$ cat src/rtl/bsram_pkg.sv
package bsram_pkg;
  typedef enum logic [2:0] {
    CYC_IDLE,
    CYC_DESEL,
    CYC_BEGIN,
    CYC_NEXT,
    CYC_HOLD
  } cyc_e;

  typedef enum logic [1:0] {
    OP_NONE,
    OP_READ,
    OP_WRITE
  } op_e;
endpackage

$ cat src/rtl/bsram_decode.sv
module bsram_decode
  import bsram_pkg::*;
#(
  parameter int LANES = 4
) (
  input  logic             proc_strb_n,
  input  logic             ctl_strb_n,
  input  logic             step_n,
  input  logic             cs_n,
  input  logic             sel_hi,
  input  logic             sel_lo_n,
  input  logic             glb_wr_n,
  input  logic             lane_en_n,
  input  logic [LANES-1:0] lane_wr_n,
  input  logic             burst_open,
  output cyc_e             kind,
  output op_e              op,
  output logic [LANES-1:0] mask
);
  logic proc_go, ctl_go, strobe, chosen, wr_cond;

  always_comb begin
    proc_go = !proc_strb_n && !cs_n;
    ctl_go  = !ctl_strb_n;
    strobe  = proc_go || ctl_go;
    chosen  = !cs_n && sel_hi && !sel_lo_n;
    wr_cond = !glb_wr_n || (!lane_en_n && !(&lane_wr_n));

    if (!glb_wr_n)      mask = '1;
    else if (lane_en_n) mask = '0;
    else                mask = ~lane_wr_n;

    if (strobe)          kind = chosen ? CYC_BEGIN : CYC_DESEL;
    else if (burst_open) kind = step_n ? CYC_HOLD : CYC_NEXT;
    else                 kind = CYC_IDLE;

    unique case (kind)
      CYC_BEGIN:          op = proc_go ? OP_READ : (wr_cond ? OP_WRITE : OP_READ);
      CYC_NEXT, CYC_HOLD: op = wr_cond ? OP_WRITE : OP_READ;
      default:            op = OP_NONE;
    endcase
  end
endmodule

$ cat src/rtl/bsram_lanes.sv
module bsram_lanes #(
  parameter int LANES  = 4,
  parameter int LANE_W = 9,
  parameter int DEPTH  = 16,
  localparam int AW    = $clog2(DEPTH),
  localparam int DW    = LANES * LANE_W
) (
  input  logic             clk,
  input  logic             we,
  input  logic             re,
  input  logic [AW-1:0]    addr,
  input  logic [LANES-1:0] mask,
  input  logic [DW-1:0]    wdata,
  output logic [DW-1:0]    rdata
);
  for (genvar g = 0; g < LANES; g++) begin : g_lane
    logic [LANE_W-1:0] mem [DEPTH];
    logic [LANE_W-1:0] lane_q;

    always_ff @(posedge clk) begin
      if (we && mask[g]) mem[addr] <= wdata[g*LANE_W +: LANE_W];
      if (re) lane_q <= mem[addr];
    end

    assign rdata[g*LANE_W +: LANE_W] = lane_q;
  end
endmodule

$ cat src/rtl/bsram_ctrl.sv
module bsram_ctrl
  import bsram_pkg::*;
#(
  parameter int LANES  = 4,
  parameter int LANE_W = 9,
  parameter int DEPTH  = 16,
  localparam int AW    = $clog2(DEPTH),
  localparam int DW    = LANES * LANE_W
) (
  input  logic             clk,
  input  logic             rst,
  input  logic             proc_strb_n,
  input  logic             ctl_strb_n,
  input  logic             step_n,
  input  logic             cs_n,
  input  logic             sel_hi,
  input  logic             sel_lo_n,
  input  logic             glb_wr_n,
  input  logic             lane_en_n,
  input  logic [LANES-1:0] lane_wr_n,
  input  logic [AW-1:0]    start_addr,
  input  logic [AW-1:0]    next_addr,
  input  logic [DW-1:0]    wdata,
  input  logic             oe_n,
  output logic [DW-1:0]    rdata,
  output logic             rd_drive,
  output logic             parked
);
  cyc_e             kind;
  op_e              op;
  logic [LANES-1:0] mask;

  logic             open_q, parked_q, rd_q, wr_q, vld_q;
  logic [AW-1:0]    addr_q, addr_nx;
  logic [LANES-1:0] mask_q;
  logic [DW-1:0]    wdat_q, arr_q;

  bsram_decode #(.LANES(LANES)) u_dec (
    .proc_strb_n(proc_strb_n), .ctl_strb_n(ctl_strb_n), .step_n(step_n),
    .cs_n(cs_n), .sel_hi(sel_hi), .sel_lo_n(sel_lo_n),
    .glb_wr_n(glb_wr_n), .lane_en_n(lane_en_n), .lane_wr_n(lane_wr_n),
    .burst_open(open_q), .kind(kind), .op(op), .mask(mask)
  );

  always_comb begin
    unique case (kind)
      CYC_BEGIN: addr_nx = start_addr;
      CYC_NEXT:  addr_nx = next_addr;
      default:   addr_nx = addr_q;
    endcase
  end

  // Stage 1: registered access request; stage 2: output register valid.
  always_ff @(posedge clk) begin
    if (rst) begin
      open_q   <= 1'b0;
      parked_q <= 1'b1;
      rd_q     <= 1'b0;
      wr_q     <= 1'b0;
      vld_q    <= 1'b0;
    end else begin
      vld_q <= rd_q;
      rd_q  <= (op == OP_READ);
      wr_q  <= (op == OP_WRITE);
      if (kind == CYC_BEGIN) begin
        open_q   <= 1'b1;
        parked_q <= 1'b0;
      end else if (kind == CYC_DESEL) begin
        open_q   <= 1'b0;
        parked_q <= 1'b1;
      end
    end
  end

  always_ff @(posedge clk) begin
    addr_q <= addr_nx;
    mask_q <= mask;
    wdat_q <= wdata;
  end

  bsram_lanes #(.LANES(LANES), .LANE_W(LANE_W), .DEPTH(DEPTH)) u_arr (
    .clk(clk), .we(wr_q), .re(rd_q), .addr(addr_q),
    .mask(mask_q), .wdata(wdat_q), .rdata(arr_q)
  );

  assign rd_drive = vld_q && !oe_n;
  assign rdata    = rd_drive ? arr_q : '0;
  assign parked   = parked_q;
endmodule

$ cat config.mk
export PLATFORM = sky130hd
export DESIGN_NAME = bsram_ctrl
export DESIGN_NICKNAME = d
export VERILOG_FILES = /design/src/rtl/bsram_pkg.sv /design/src/rtl/bsram_decode.sv /design/src/rtl/bsram_lanes.sv /design/src/rtl/bsram_ctrl.sv
export SDC_FILE = /design/constraint.sdc
export NUM_CORES = 1
export LEC_CHECK = 0
export ABC_AREA = 1
export BUFFER_PORTS_ARGS = -buffer_cell sky130_fd_sc_hd__buf_2
export CAP_MARGIN = 20
export CORE_UTILIZATION = 50
export CTS_CLUSTER_SIZE = 30
export DETAILED_ROUTE_END_ITERATION = 7
export HOLD_SLACK_MARGIN = 0.12
export PLACE_DENSITY = 0.65
export SLEW_MARGIN = 40
export SYNTH_ARGS = -nofsm -noshare
export SYNTH_HDL_FRONTEND = slang
export SYNTH_SLANG_ARGS = --single-unit
export TNS_END_PERCENT = 5
$ cat constraint.sdc
create_clock -name clk -period 2.3 [get_ports clk]
set_input_delay 0.115 -clock clk [delete_from_list [all_inputs] [get_ports clk]]
set_output_delay 0.115 -clock clk [all_outputs]
set_load 0.01 [all_outputs]
Word level (Yosys, flattened, before mapping)
Memories as Yosys holds them, arrays and structs flattened. A register that Yosys moved wholly into a read port is not among the register bits. Index checks and enable logic that the tools add are counted.

Word-level logic and storage cells: 64. Bits in writable memories: 576. Bits of input ports: 59. Register bits after elaboration: 49. Memories kept: 4.

Reductions and logical operators: 23. Muxes and demuxes: 22. Equality and inequality tests: 6. Bitwise logic cells: 1.

Memory list: u_arr.g_lane[0].mem (depth 16, width 9, rd ports 1, clocked after memory_dff 1, write ports 1, RTL line bsram_lanes.sv:17) `logic [LANE_W-1:0] mem [DEPTH];`; u_arr.g_lane[1].mem (depth 16, width 9, rd ports 1, clocked after memory_dff 1, write ports 1, RTL line bsram_lanes.sv:17); u_arr.g_lane[2].mem (depth 16, width 9, rd ports 1, clocked after memory_dff 1, write ports 1, RTL line bsram_lanes.sv:17); u_arr.g_lane[3].mem (depth 16, width 9, rd ports 1, clocked after memory_dff 1, write ports 1, RTL line bsram_lanes.sv:17).

Operators by type and width (count): 2-to-1 mux 36 bit (1); 2-to-1 mux 1 bit (12); logical AND 1 bit (9); 2-to-1 mux 3 bit (3); zero test 1 bit (8); case mux 4 bit (2 select lines) (1); == test 3 x 2 -> 1 bit (second input constant) (2); 2-to-1 mux 2 bit (3); 2-to-1 mux 4 bit (1); inverter 4 bit (1); case mux 2 bit (2 select lines) (1); AND reduction 4 bit (1); nonzero test 2 bit (2); == test 3 x 1 -> 1 bit (second input constant) (1); == test 3 bit (second input constant) (1); == test 2 x 1 -> 1 bit (second input constant) (1); == test 2 bit (second input constant) (1); logical OR 1 bit (2); OR reduction 2 bit (1).

Depth between registers and ports, before layout
Gate-level depths: netlist of run 1.

Word-level depth: 9. Gate-level depth with buffers: 12. Gate-level depth less buffers: 9.

By module
Synthesis of run 1 repeated with hierarchy kept, for this count alone.

Cells, all modules: 2635. Area total of the unflattened synthesis: 27153.5 sq um.

By module, submodules not included: bsram_lanes (area each 25520.7 sq um, instances 1, cells an instance 2445); bsram_ctrl (area each 1485.2 sq um, instances 1, cells an instance 158); bsram_decode (area each 147.6 sq um, instances 1, cells an instance 32).

Least setup slack after synthesis of run 1
Ideal clock, no wire load.

Kind: reg-to-reg. Start point: register addr_q[0]. End point: memory u_arr.g_lane[0].mem[12][0], enable pin. Cell stages (with the launch flop): 7. Path slack: 0.417 ns. Setup time: 0.374 ns. Data required time: 1.926 ns. Path buffers: 3. Arrival: 1.509 ns. Cells stage by stage: edfxtp_1 -> buf_6 -> buf_4 -> buf_6 -> nor2_1 -> nand2_1 -> nor2_1.

RTL lines: start, declared (RTL line bsram_ctrl.sv:34) `logic [AW-1:0] addr_q, addr_nx;`; start signal, assigned (RTL line bsram_ctrl.sv:76) `addr_q <= addr_nx;`; end, declared (RTL line bsram_lanes.sv:17).

No word-level cell before the write port.

Final worst setup path of run 1
Start point: register open_q. End point: register addr_q[3], data pin.

Longest elaborated chain between the ends: 4. Elaborated cells on any way between the ends: 5. Classes of those cells: eq/ne: 2; mux: 3.

RTL lines: start, declared (RTL line bsram_ctrl.sv:33) `logic open_q, parked_q, rd_q, wr_q, vld_q;`; start signal, assigned (RTL line bsram_ctrl.sv:56) `open_q <= 1'b0;`; start signal, assigned (RTL line bsram_ctrl.sv:66) `open_q <= 1'b1;`; start signal, assigned (RTL line bsram_ctrl.sv:69) `open_q <= 1'b0;`; 2-to-1 mux 3 bit (*) (RTL line bsram_decode.sv:34) `else if (burst_open) kind = step_n ? CYC_HOLD : CYC_NEXT;`; 2-to-1 mux 3 bit (*) (RTL line bsram_decode.sv:33) `if (strobe) kind = chosen ? CYC_BEGIN : CYC_DESEL;`; == test 3 x 2 -> 1 bit (RTL line bsram_ctrl.sv:46) `unique case (kind)`; case mux 4 bit (2 select lines) (*) (RTL line bsram_ctrl.sv:46); via addr_nx[3] (RTL line bsram_ctrl.sv:34).

The timed path passes the listed nets; every way through them passes the cells marked *. A chain may end at the register's enable or synchronous reset.

==> results summary, run 1 <==
The total count of hold-check failures in the final report came to 0. The multi-input gate area in the final layout came out at 0.006462 mm². The layout cell share with drive strength beyond 1 came out at 10.35%. CTS placed an instance of clkbuf_16 at the clock tree root. Net switching is 19.80% of the power. In the post-synthesis netlist, the cell with the most instances is nand2_1. The count of filler cells inserted in the layout came out at 4384. The reported max-cap violation count came out at 0. The biggest area contributor in the post-synthesis netlist is edfxtp_1. Setup slack on the critical path of the routed design comes to 0.1592 ns. The type of the worst setup path is reg2reg. The relative area change from synthesis to final layout came out at 16.61%. The Yosys warning count is 0. The peak clock frequency supported by timing came out at 467.1 MHz. The final weighted congestion in routability-driven placement came out at 0.8398. The combined global-route utilization of all metal layers came out at 23.18%. TritonCTS built the clock tree. The final net count is 2886. The run finished with clean final reports. The DRC violation count after routing is 0. The total design power came out at 25100 µW. The number of antenna violations at the first check in global routing came out at 0.

Summed over all layers, the routed wires come to 62330 µm. The post-layout minimum cycle time came out at 2.141 ns. The die outline area came out at 0.05495 mm².

The cell count after synthesis came out at 2612. The part of the power in registers came out at 53.3%. The total vias in the final route is 17.64k. In the synthesized netlist, the cells that appear most often are 1581 x nand2_1, 616 x edfxtp_1, 122 x inv_1.

The kind of end point of the critical path is a register. The area of the mapped netlist came out at 0.02701 mm². The worst pin sits at a relative slew slack of 50.58%.

The proportion of register bits with asynchronous set or reset after synthesis came out at 0%. The floorplan step set the die height to 234.4 µm. The wire length of the first global-routing pass is 95510 µm.

The number of antenna cells inserted is 0. Once detail routing completed, the nets flagged for antenna violations numbered 0. The worst-case setup slack after placement came out at 0.3535 ns. The final setup TNS came out at 0 ns. The worst setup path is launched from a register. The distinct cell type count of the synthesized netlist came out at 21. The max-slew violation total from the final report is 0. Per report_power, the clock group accounts for 44.2% of the total.

By area the synthesized netlist is led by edfxtp_1 68%, nand2_1 22%, dfxtp_1 3.3%. The count of flip-flops with a built-in enable after synthesis came out at 616. The TritonCTS buffer count is 69. The via count of the first global-routing pass is 16.66k. The top-level I/O count came out at 97. Setup repair after global routing left no endpoint under its margin. Among all flip-flop cells after synthesis, the most frequent one is edfxtp_1. For this design the static power due to leakage is 0.01353 µW. The synthesized area per cell came out at 10.34 µm². The sequential standard cell area is 0.01940 mm². In this run the worst hold path is classified as in2reg. The number of buffers between clock root and the deepest sink came out at 3.

At the worst endpoint, the arrival time is 2.48 ns. The number of flip-flops and latches in the synthesized netlist is 661. The data required time at the worst endpoint is 2.64 ns.

The H-tree was split into 3 levels. Dividing total power by cell area gives a power density of 796.8 mW/mm². The clock insertion delay at the later pin of the skew report came out at 0.60 ns. Clock-pin slew was measured on the worst setup and hold paths at 0.06 ns. The net switching power figure is 4970 µW.

In this run the horizontal extent of the chip is 234.4 µm. The final critical path takes up 93.08% of the cycle. After detailed routing, the number of vias per cell comes to 4.946. The slew at the pin closest to its max-slew limit came out at 0.7403 ns.

The post-DP HPWL came out at 35980 µm. For this configuration, the core starts out at a cell density of 50.98%. The largest net degree at the start of global routing is 111. The region available for standard cell placement spans 0.05297 mm².

After the first detailed-routing iteration, the DRC count stood at 1581. The pre-antenna-repair detailed-routing pass consisted of 5 iterations. The number of input and output port buffers inserted came out at 96. The worst-case vdd ir drop is 0.0004865 V. Summed over all layers, the global routing overflow is 0.

The setup skew after layout is 0.02073 ns. The placement row count came out at 84. The net count of the mapped netlist is 2671. The non-filler instance count after layout came out at 3566. The largest fanout on the critical path is 6. The average wire length per cell after detail routing came out at 17.48 µm. Including well taps, the total number of placed cells is 3377. CTS saw 661 sinks. The portion of total power attributed to combinational logic is 2.5%.

The internal portion of the total power is 20130 µW. The register area share after synthesis is 71.83%. After synthesis, the largest area contributor takes up 68.49% of total cell area. The final-report setup violation count is 0.
[layer usage]
layer | track usage [%] | wire [µm] | vias up | share of wire [%]
li1 | - | - | 8751 | -
met1 | 31.95 | 27140 | 8223 | 44
met2 | 37.20 | 29440 | 555 | 47
met3 | 3.876 | 4029 | 109 | 6.5
met4 | 8.569 | 1720 | 0 | 2.8
met5 | 0 | 0 | - | 0
[power groups by stage]
stage	Sequential, µW	Combinational (µW)	Clock [µW]
2_1_floorplan	13500	368	0
3_3_place_gp	13600	542	0
3_5_place_dp	13600	549	0
4_1_cts	13400	638	11300
5_1_grt	13400	716	11700
6_report	13400	634	11100
[cell families (layout without fill, tap and decap cells)]
kind of cell / count (synthesis) / count (layout) / share of synthesized area, %
simple gates: 1698 / 1698 / 23.67
flops: 661 / 661 / 71.83
buf+inv: 244 / 510 / 4.327
compound gates: 9 / 9 / 0.1760
[repair_timing]
item | CTS | global route
endpoints found under the hold margin | 53 | 0
resized for setup | 0 | 0
setup endpoints to repair | 0 | 2
buffers inserted | 0 | 1
hold buffers | 66 | 0
[flip-flops by register name, summed over array words and instances, names as in the netlist]
register,flops
u_arr.g_lane.lane_q,36
rd_q,1
addr_q,4
vld_q,1
wr_q,1
open_q,1
wdat_q,36
u_arr.g_lane.mem,576
parked,1
mask_q,4
[final timing paths]
path / slack (ns) / cells past startpoint / from / to
max reg2reg: 0.16 / 5 / open_q / addr_q[3]
min reg2reg: 0.70 / 0 / wdat_q[15] / u_arr.g_lane[1].mem[10][6]
max: 0.16 / 5 / open_q / addr_q[3]
min: 0.14 / 2 / wdata[20] / wdat_q[20]
[per-stage QoR]
| step | utilization, % | hold WS, ns | instance area [µm²] |
|---|---|---|---|
| after global routing | 59.46 | 0.1371 | 31490 |
| final | 59.46 | 0.1438 | 31490 |
| after detailed placement | 53.95 | 0.2186 | 28580 |
| after global placement | 53.95 | 0.2172 | 28580 |
| after CTS | 59.44 | 0.1218 | 31490 |
| after floorplan | - | 0.1427 | 27010 |
[worst max-delay path, stage by stage, from the launching register on]
cell and delay (ns):
dfxtp_1 0.34, nand4_1 0.20, nand2_1 0.13, dlygate4sd3_1 0.54, o21ai_0 0.09, dlygate4sd3_1 0.57
[cells in the final DEF, fill, tap and decap left out]
cell type / count
nand2_1: 1581
edfxtp_1: 616
inv_1: 121
nor2_1: 106
buf_2: 96
buf_4: 88
clkbuf_16: 73
dlygate4sd3_1: 66
dfxtp_1: 44
clkbuf_1: 17
clkinv_1: 16
buf_12: 12
o21ai_0: 7
bufinv_16: 7
clkinv_2: 6
clkbuf_8: 4
nor2_4: 3
or2_2: 2
nor2_2: 2
nand3_1: 2
nand4_1: 1
inv_2: 1
o21a_1: 1
a21oi_1: 1
nand3b_1: 1
inv_8: 1
inv_4: 1
clkinvlp_4: 1
dfxtp_2: 1
[final cells by class]
cell class,count,share of cell area [%]
Multi-Input combinational cell,1707,20.52
Tap cell,688,2.733
Timing Repair Buffer,262,6.484
Inverter,126,1.534
Clock buffer,94,6.178
Sequential cell,661,61.60
Clock inverter,28,0.9535
(Power assumes the default switching activity.)
==> run 2: changes to the inputs <==
CORE_ASPECT_RATIO = 1.75   (was unset)
==> run 2 against run 1 <==
Net effect:
- register-to-register slack improved by 0.19 ns
- fmax increased by 0.76%
- clock power decreased by 10%
- clock skew decreased by 0.0044 ns
- first-iteration DRC count decreased by 14%
- worst hold slack improved by 0.0048 ns
- critical endpoint is now wr_q
- largest cell class unchanged
- largest power group unchanged
==> results summary, run 2 (synthesized netlist as in run 1, its figures left out) <==
The run finished with clean final reports. The final net count was 2886 (unchanged). The post-layout minimum cycle time came out at 2.125 ns (-0.01621 ns). The number of buffers between clock root and the deepest sink came out at 3 (unchanged). The worst-case vdd ir drop was 0.0005517 V (+13%). The clock insertion delay at the later pin of the skew report is 0.61 ns (about the same). The slew at the pin closest to its max-slew limit is 0.7009 ns (-0.03935 ns). The placement row count came to 112 (+33%). The final-report setup violation count is 0 (unchanged). The top-level I/O count is 97 (unchanged). The initial standard-cell utilization of the core is 50.58% (-0.40 points). The sequential standard cell area was 0.01940 mm² (unchanged). The endpoint arrival time on the critical path came to 2.66 ns (+0.18 ns). In this run the most critical hold path is launched from wdata[3]. The die boundary height was 309.5 µm (+32%). The number of placed cells counting well taps is 3369 (-0.24%).

Walking the worst path, the cells encountered are dlygate4sd3_1 -> buf_2 -> or2_2 -> nand2_1 -> dlygate4sd3_1 -> nand3_1 -> dlygate4sd3_1 -> nand2_1 -> nand2_1 -> nor2_1. The total congestion overflow after global routing is 0 (unchanged). The portion of total power attributed to combinational logic came out at 2.7% (+0.2 points). The largest net degree at the start of global routing is 88 (-21%).

In this run the critical register-to-register path is launched from addr_q[0]. The iteration-0 DRC count of the detailed router is 1363 (-14%). The library cell used most frequently in the layout, excluding fill and tap cells, is nand2_1. The number of input and output port buffers inserted is 96 (unchanged).

The end of the worst register-to-register path is u_arr.g_lane[1].lane_q[7]. The setup skew after layout is 0.01638 ns (-0.004355 ns). The core area came to 0.05339 mm² (+0.79%). The total count of hold-check failures in the final report is 0 (unchanged). The wire length of the first global-routing pass is 93310 µm (-2.3%). The total vias in the final route is 17.66k (+0.14%).

The max-slew violation total from the final report is 0 (unchanged). The iteration count of the initial detailed-routing pass is 5 (unchanged). In the final layout, the registers with the most flip-flops are u_arr.g_lane.mem: 576 flops, u_arr.g_lane.lane_q: 36 flops, wdat_q: 36 flops.

The peak clock frequency supported by timing came out at 470.7 MHz (+0.76%). The post-DP HPWL came to 36920 µm (+2.6%). The path type of the worst min-delay path is in2reg. The count of antenna-violating nets left after detailed routing is 0 (unchanged).

The average wire length per cell after detail routing came out at 17.06 µm (-2.4%). Leaving out fill and tap cells, the most frequent cells in the layout are 1581 x nand2_1, 616 x edfxtp_1, 121 x inv_1. The die extent in x is 177.7 µm (-24%).

The number of sinks handled by clock tree synthesis was 661 (unchanged). The number of antenna violations at the first check in global routing came out at 0 (unchanged). The clock slew seen by the registers of the worst setup and hold paths came to 0.07 ns (about the same). The part of the power in registers is 55.6% (+2.3 points). The top register by number of flip-flops is u_arr.g_lane.mem.

The multi-input gate area in the final layout came out at 0.006462 mm² (unchanged). The wire length after detailed routing was 60740 µm (-2.6%). The remaining max-slew budget at the tightest pin came out at 53.27% (+2.7 points).

The via count of the first global-routing pass is 16.92k (+1.6%). The worst hold path cell count is 2 (unchanged). The critical path is of the in2reg type. From synthesis to final layout, the design area changed by 16.00%. The largest fanout on the critical path came to 3 (-3). The root cell of the clock tree is clkbuf_16. The die outline area is 0.05498 mm² (about the same).

The post-detailed-route via-to-cell ratio is 4.961 (+0.30%). For this design, the slowest cell found on the critical path is dlygate4sd3_1. The TritonCTS buffer count came out at 59 (-14%).

The final worst slack is 0.1754 ns (+0.01621 ns). TritonCTS built the clock tree. The switching fraction of total power is 20.02% (+0.22 points). The period utilization was 92.37% (-0.70 points). The reported max-cap violation count is 0 (unchanged). The layout cell share with drive strength beyond 1 is 10.12% (-0.24 points). The critical path launch point type is an input port. The DRC violation count after routing is 0 (unchanged). The final setup TNS is 0 ns (unchanged). Setup repair after global routing left no endpoint under its margin. The post-cts sizing count is 0 (unchanged). The number of antenna cells inserted came out at 0 (unchanged). The combined global-route utilization of all metal layers is 22.48% (-0.71 points). The maximum level of the CTS H-tree is 2 (-1). The internal power component came out at 19190 µW (-4.7%). The static leakage power came to 0.01343 µW (-0.73%).

STA classifies the critical path endpoint as a register. The part of the total power dissipated in the clock network came out at 41.6% (-2.6 points). The non-filler instance count after layout came to 3560 (-0.17%). The largest incremental delay on the critical path came out at 0.58 ns (about the same). The worst-case setup slack after placement was 0.3886 ns (+0.03503 ns). The register-to-register path setup slack is 0.35 ns (+0.19 ns).

The flip-flop count of the largest register after layout came out at 576 (unchanged). The end point of the worst hold path is wdat_q[3]. The count of filler cells inserted in the layout is 4321 (-1.4%). The data required time at the worst endpoint was 2.83 ns (+0.19 ns). The number of cell instances on the worst register-to-register path is 10 (+5). The power density of the placed cells is 765.9 mW/mm² (-3.9%).

The final weighted congestion in routability-driven placement came to 0.8116 (-3.4%). The net switching power figure is 4805 µW (-3.3%).
-- run 2: critical path: cells and delay by family --
| kind | cells | cell delay, ns |
|---|---|---|
| AND/OR/NAND/NOR | 6 | 0.75 |
| buffers and inverters | 4 | 1.80 |
-- run 2: worst max path at each step --
stage	from	to	slack [ns]	cells past startpoint
3_3_place_gp	addr_q[0]	u_arr.g_lane[0].lane_q[0]	0.48	10
5_1_grt	proc_strb_n	wr_q	0.06	10
3_5_place_dp	addr_q[0]	u_arr.g_lane[1].lane_q[7]	0.39	10
6_report	proc_strb_n	wr_q	0.18	10
4_1_cts	proc_strb_n	wr_q	0.22	10
2_1_floorplan	addr_q[0]	u_arr.g_lane[0].mem[12][0]	0.42	6
-- run 2: stage by stage --
stage,area (µm²),utilization (%),power (µW),hold WS (ns)
after detailed placement,28540,53.46,14160,0.2186
after floorplan,27010,-,13890,0.1427
after global routing,31330,58.68,24700,0.1333
after CTS,31330,58.68,24220,0.1209
after global placement,28540,53.46,14140,0.2169
final,31330,58.68,23990,0.1485
-- run 2: per-layer routing --
| metal | vias to the layer above | track usage (%) | part of all wire [%] |
|---|---|---|---|
| met5 | - | 0 | 0 |
| met4 | 0 | 8.050 | 3.0 |
| met3 | 116 | 2.414 | 4.8 |
| met2 | 487 | 40.30 | 52 |
| met1 | 8333 | 27.93 | 40 |
| li1 | 8726 | - | - |
-- run 2: power by group through the flow --
stage	Combinational, µW	Clock [µW]	Sequential, µW
3_3_place_gp	540	0	13600
5_1_grt	739	10600	13400
4_1_cts	660	10200	13300
2_1_floorplan	368	0	13500
3_5_place_dp	549	0	13600
6_report	657	9990	13400
-- run 2: cell type report --
class | instances | area share, %
flip-flops and latches | 661 | 61.92
multi-input cells | 1707 | 20.63
repair buffers | 272 | 6.877
clock buffers | 73 | 5.144
well taps | 684 | 2.732
inverters | 126 | 1.542
clock inverters | 37 | 1.154
-- run 2: timing repair --
item | in CTS | in global routing
setup buffers | 0 | 0
hold endpoints to repair | 49 | 0
hold buffers | 81 | 0
==> run 3: changes to the inputs <==
==> constraint.sdc (replaced) <==
create_clock -name clk -period 2.3 [get_ports clk]
set_input_delay 0.575 -clock clk [delete_from_list [all_inputs] [get_ports clk]]
set_output_delay 0.575 -clock clk [all_outputs]
set_load 0.01 [all_outputs]
==> run 3 against run 2 <==
Net effect:
- worst hold slack gained 0.031 ns
- core utilization shrank 1.1 points
- clock skew grew 0.0099 ns
- non-clock buffer count shrank 46
- global-route usage shrank 0.46 points
- first-iteration DRC count shrank 19%
- flip-flop and latch count is the same
- clock-buffer cell count shrank 3
- combinational power shrank 9.0%
- sequential share of layout area grew 1.2 points
- die area is the same
- highest routed layer unchanged
==> results summary, run 3 (synthesized netlist as in run 1, its figures left out) <==
The run finished with clean final reports. The final net count came out at 2839 (-1.6%). The count of antenna-violating nets left after detailed routing is 0 (unchanged). The average wire length per cell after detail routing came out at 16.90 µm (-0.94%). The final weighted congestion in routability-driven placement came out at 0.7997 (-1.5%).

The fraction of met1 tracks used by global routing is 26.34% (-1.6 points). The largest incremental delay on the critical path is 0.32 ns (-0.26 ns). The worst-case setup slack after placement came out at 0.2697 ns (-0.1189 ns). The cell family contributing the most delay on the critical path is buffers and inverters.

The remaining max-slew budget at the tightest pin came to 50.39% (-2.9 points). The number of placed cells counting well taps was 3367 (-0.059%). The post-detailed-route via-to-cell ratio is 4.930 (-0.64%). The placement row count came to 112 (unchanged). The layout cell share with drive strength beyond 1 was 10.36% (+0.24 points). The data required time at the worst endpoint came to 1.73 ns (-1.10 ns). The largest fanout on the critical path is 36 (+33).

The post-layout minimum cycle time came out at 2.214 ns (+0.08894 ns). The multi-input gate area in the final layout is 0.006465 mm² (about the same). The iteration count of the initial detailed-routing pass came out at 7 (+2). The sequential standard cell area was 0.01940 mm² (unchanged). Clock tree synthesis selected as its root buffer the cell clkbuf_16. The post-DP HPWL is 36450 µm (-1.3%).

The met3 usage is 2.917% (+0.50 points). The setup skew after layout is 0.02628 ns (+0.009897 ns). The period utilization came out at 96.24% (+3.9 points). The final worst slack was 0.08649 ns (-0.08894 ns). The total design power came out at 23250 µW (-3.1%). The wire length after detailed routing is 59370 µm (-2.2%). The number of sinks handled by clock tree synthesis is 661 (unchanged).

The cell with the biggest individual delay on the critical path is dfxtp_1. The number of antenna cells inserted came out at 0 (unchanged). The maximum level of the CTS H-tree came out at 2 (unchanged). The die boundary height is 309.5 µm (unchanged). The core area came out at 0.05339 mm² (unchanged). The number of input and output port buffers inserted came to 96 (unchanged). The endpoint arrival time on the critical path is 1.64 ns (-1.02 ns). The largest net degree at the start of global routing came out at 96 (+9.1%). The total count of hold-check failures in the final report came out at 0 (unchanged). The worst-case vdd ir drop is 0.0006055 V (+9.7%). The largest registers in the layout are u_arr.g_lane.mem: 576 flops, u_arr.g_lane.lane_q: 36 flops, wdat_q: 36 flops. The non-filler instance count after layout came to 3513 (-1.3%). met2 is the most crowded layer. The path type of the worst min-delay path is in2reg. Traced cell by cell, the critical path runs through inv_1 -> nor2_2 -> inv_2 -> buf_12 -> nor2_1 -> buf_2. By startpoint and endpoint, the worst setup path is classified as reg2out.

The die outline area came out at 0.05498 mm² (unchanged). The combined global-route utilization of all metal layers came out at 22.01% (-0.46 points). The number of buffers and inverters on the critical path came out at 4 (unchanged). The initial standard-cell utilization of the core is 50.58% (unchanged).

The top-level I/O count is 97 (unchanged). The static leakage power is 0.01317 µW (-2.0%). The global-route track usage on met2 came out at 40.13% (-0.16 points). The die extent in x came out at 177.7 µm (unchanged). The TritonCTS buffer count is 58 (-1.7%).

The peak clock frequency supported by timing is 451.8 MHz (-4.0%). The worst slack on hold paths came out at 0.1796 ns (+0.03103 ns). The relative area change from synthesis to final layout came out at 13.75%. In the layout the commonest cells are 1581 x nand2_1, 616 x edfxtp_1, 121 x inv_1.

The reported max-cap violation count came out at 0 (unchanged). The count of filler cells inserted in the layout came to 4377 (+1.3%). The number of buffers between clock root and the deepest sink came out at 3 (unchanged). The DRC violation count after routing is 0 (unchanged). The register with the most flip-flops in the final layout is u_arr.g_lane.mem.

The post-CTS setup buffer count is 0 (unchanged). The final-report setup violation count came to 0 (unchanged). The max-slew violation total from the final report came out at 0 (unchanged). The worst setup path is captured at an output pin. The library cell used most frequently in the layout, excluding fill and tap cells, is nand2_1.

The iteration-0 DRC count of the detailed router is 1107 (-19%). The clock insertion delay at the later pin of the skew report is 0.62 ns (about the same). Setup repair after global routing could not meet its margin everywhere.

The total vias in the final route is 17.32k (-1.9%). The worst setup path is launched from a register. The power density of the placed cells is 756.8 mW/mm² (-1.2%). The total congestion overflow after global routing is 0 (unchanged). The via count of the first global-routing pass came out at 16.82k (-0.57%). The clock slew seen by the registers of the worst setup and hold paths is 0.07 ns (about the same). TritonCTS built the clock tree.

The slew at the pin closest to its max-slew limit is 0.7441 ns (+0.04323 ns). The number of antenna violations at the first check in global routing came out at 0 (unchanged). The flip-flop count of the largest register after layout came out at 576 (unchanged). The wire length of the first global-routing pass came to 91340 µm (-2.1%).
[run 3: power by group]
group | switching, µW | total (µW) | internal, µW | leakage, µW
clock network | 4280 | 9310 | 5030 | 0.000875
registers | 161 | 13300 | 13200 | 0.00591
logic | 379 | 598 | 219 | 0.00638
total | 4820 | 23200 | 18400 | 0.0132
[run 3: cell type report]
cell class              instances  area share (%)
flip-flops and latches        661           63.15
multi-input cells            1707           21.04
repair buffers                226           5.531
clock buffers                  70           5.038
well taps                     684           2.786
inverters                     126           1.572
clock inverters                39          0.8797
[run 3: final timing paths]
kind	end	cells past startpoint	slack, ns	start
setup / recovery	rdata[18]	6	0.09	vld_q
hold / removal	mask_q[0]	2	0.18	lane_wr_n[0]
setup reg to reg	u_arr.g_lane[1].mem[9][7]	5	0.21	addr_q[0]
hold reg to reg	rd_q	4	0.64	open_q
[run 3: routing by layer]
layer  share of wire (%)  up-vias
li1                    -     8631
met1                  39     8116
met2                  53      452
met3                 5.1      119
met4                 3.1        0
met5                   0        -
[run 3: stage by stage]
stage,TNS (ns),util (%),cell area [µm²]
3_3_place_gp,0,53.44,28530
2_1_floorplan,0,-,27010
6_report,0,57.54,30720
3_5_place_dp,0,53.44,28530
4_1_cts,0,57.53,30720
5_1_grt,-0.08203,57.54,30720
[run 3: what timing repair did]
action / 4_1_cts / 5_1_grt
hold endpoints to repair: 37 / 0
resized for setup: 0 / 1
hold buffers: 37 / 0
endpoints found under the setup margin: 0 / 36
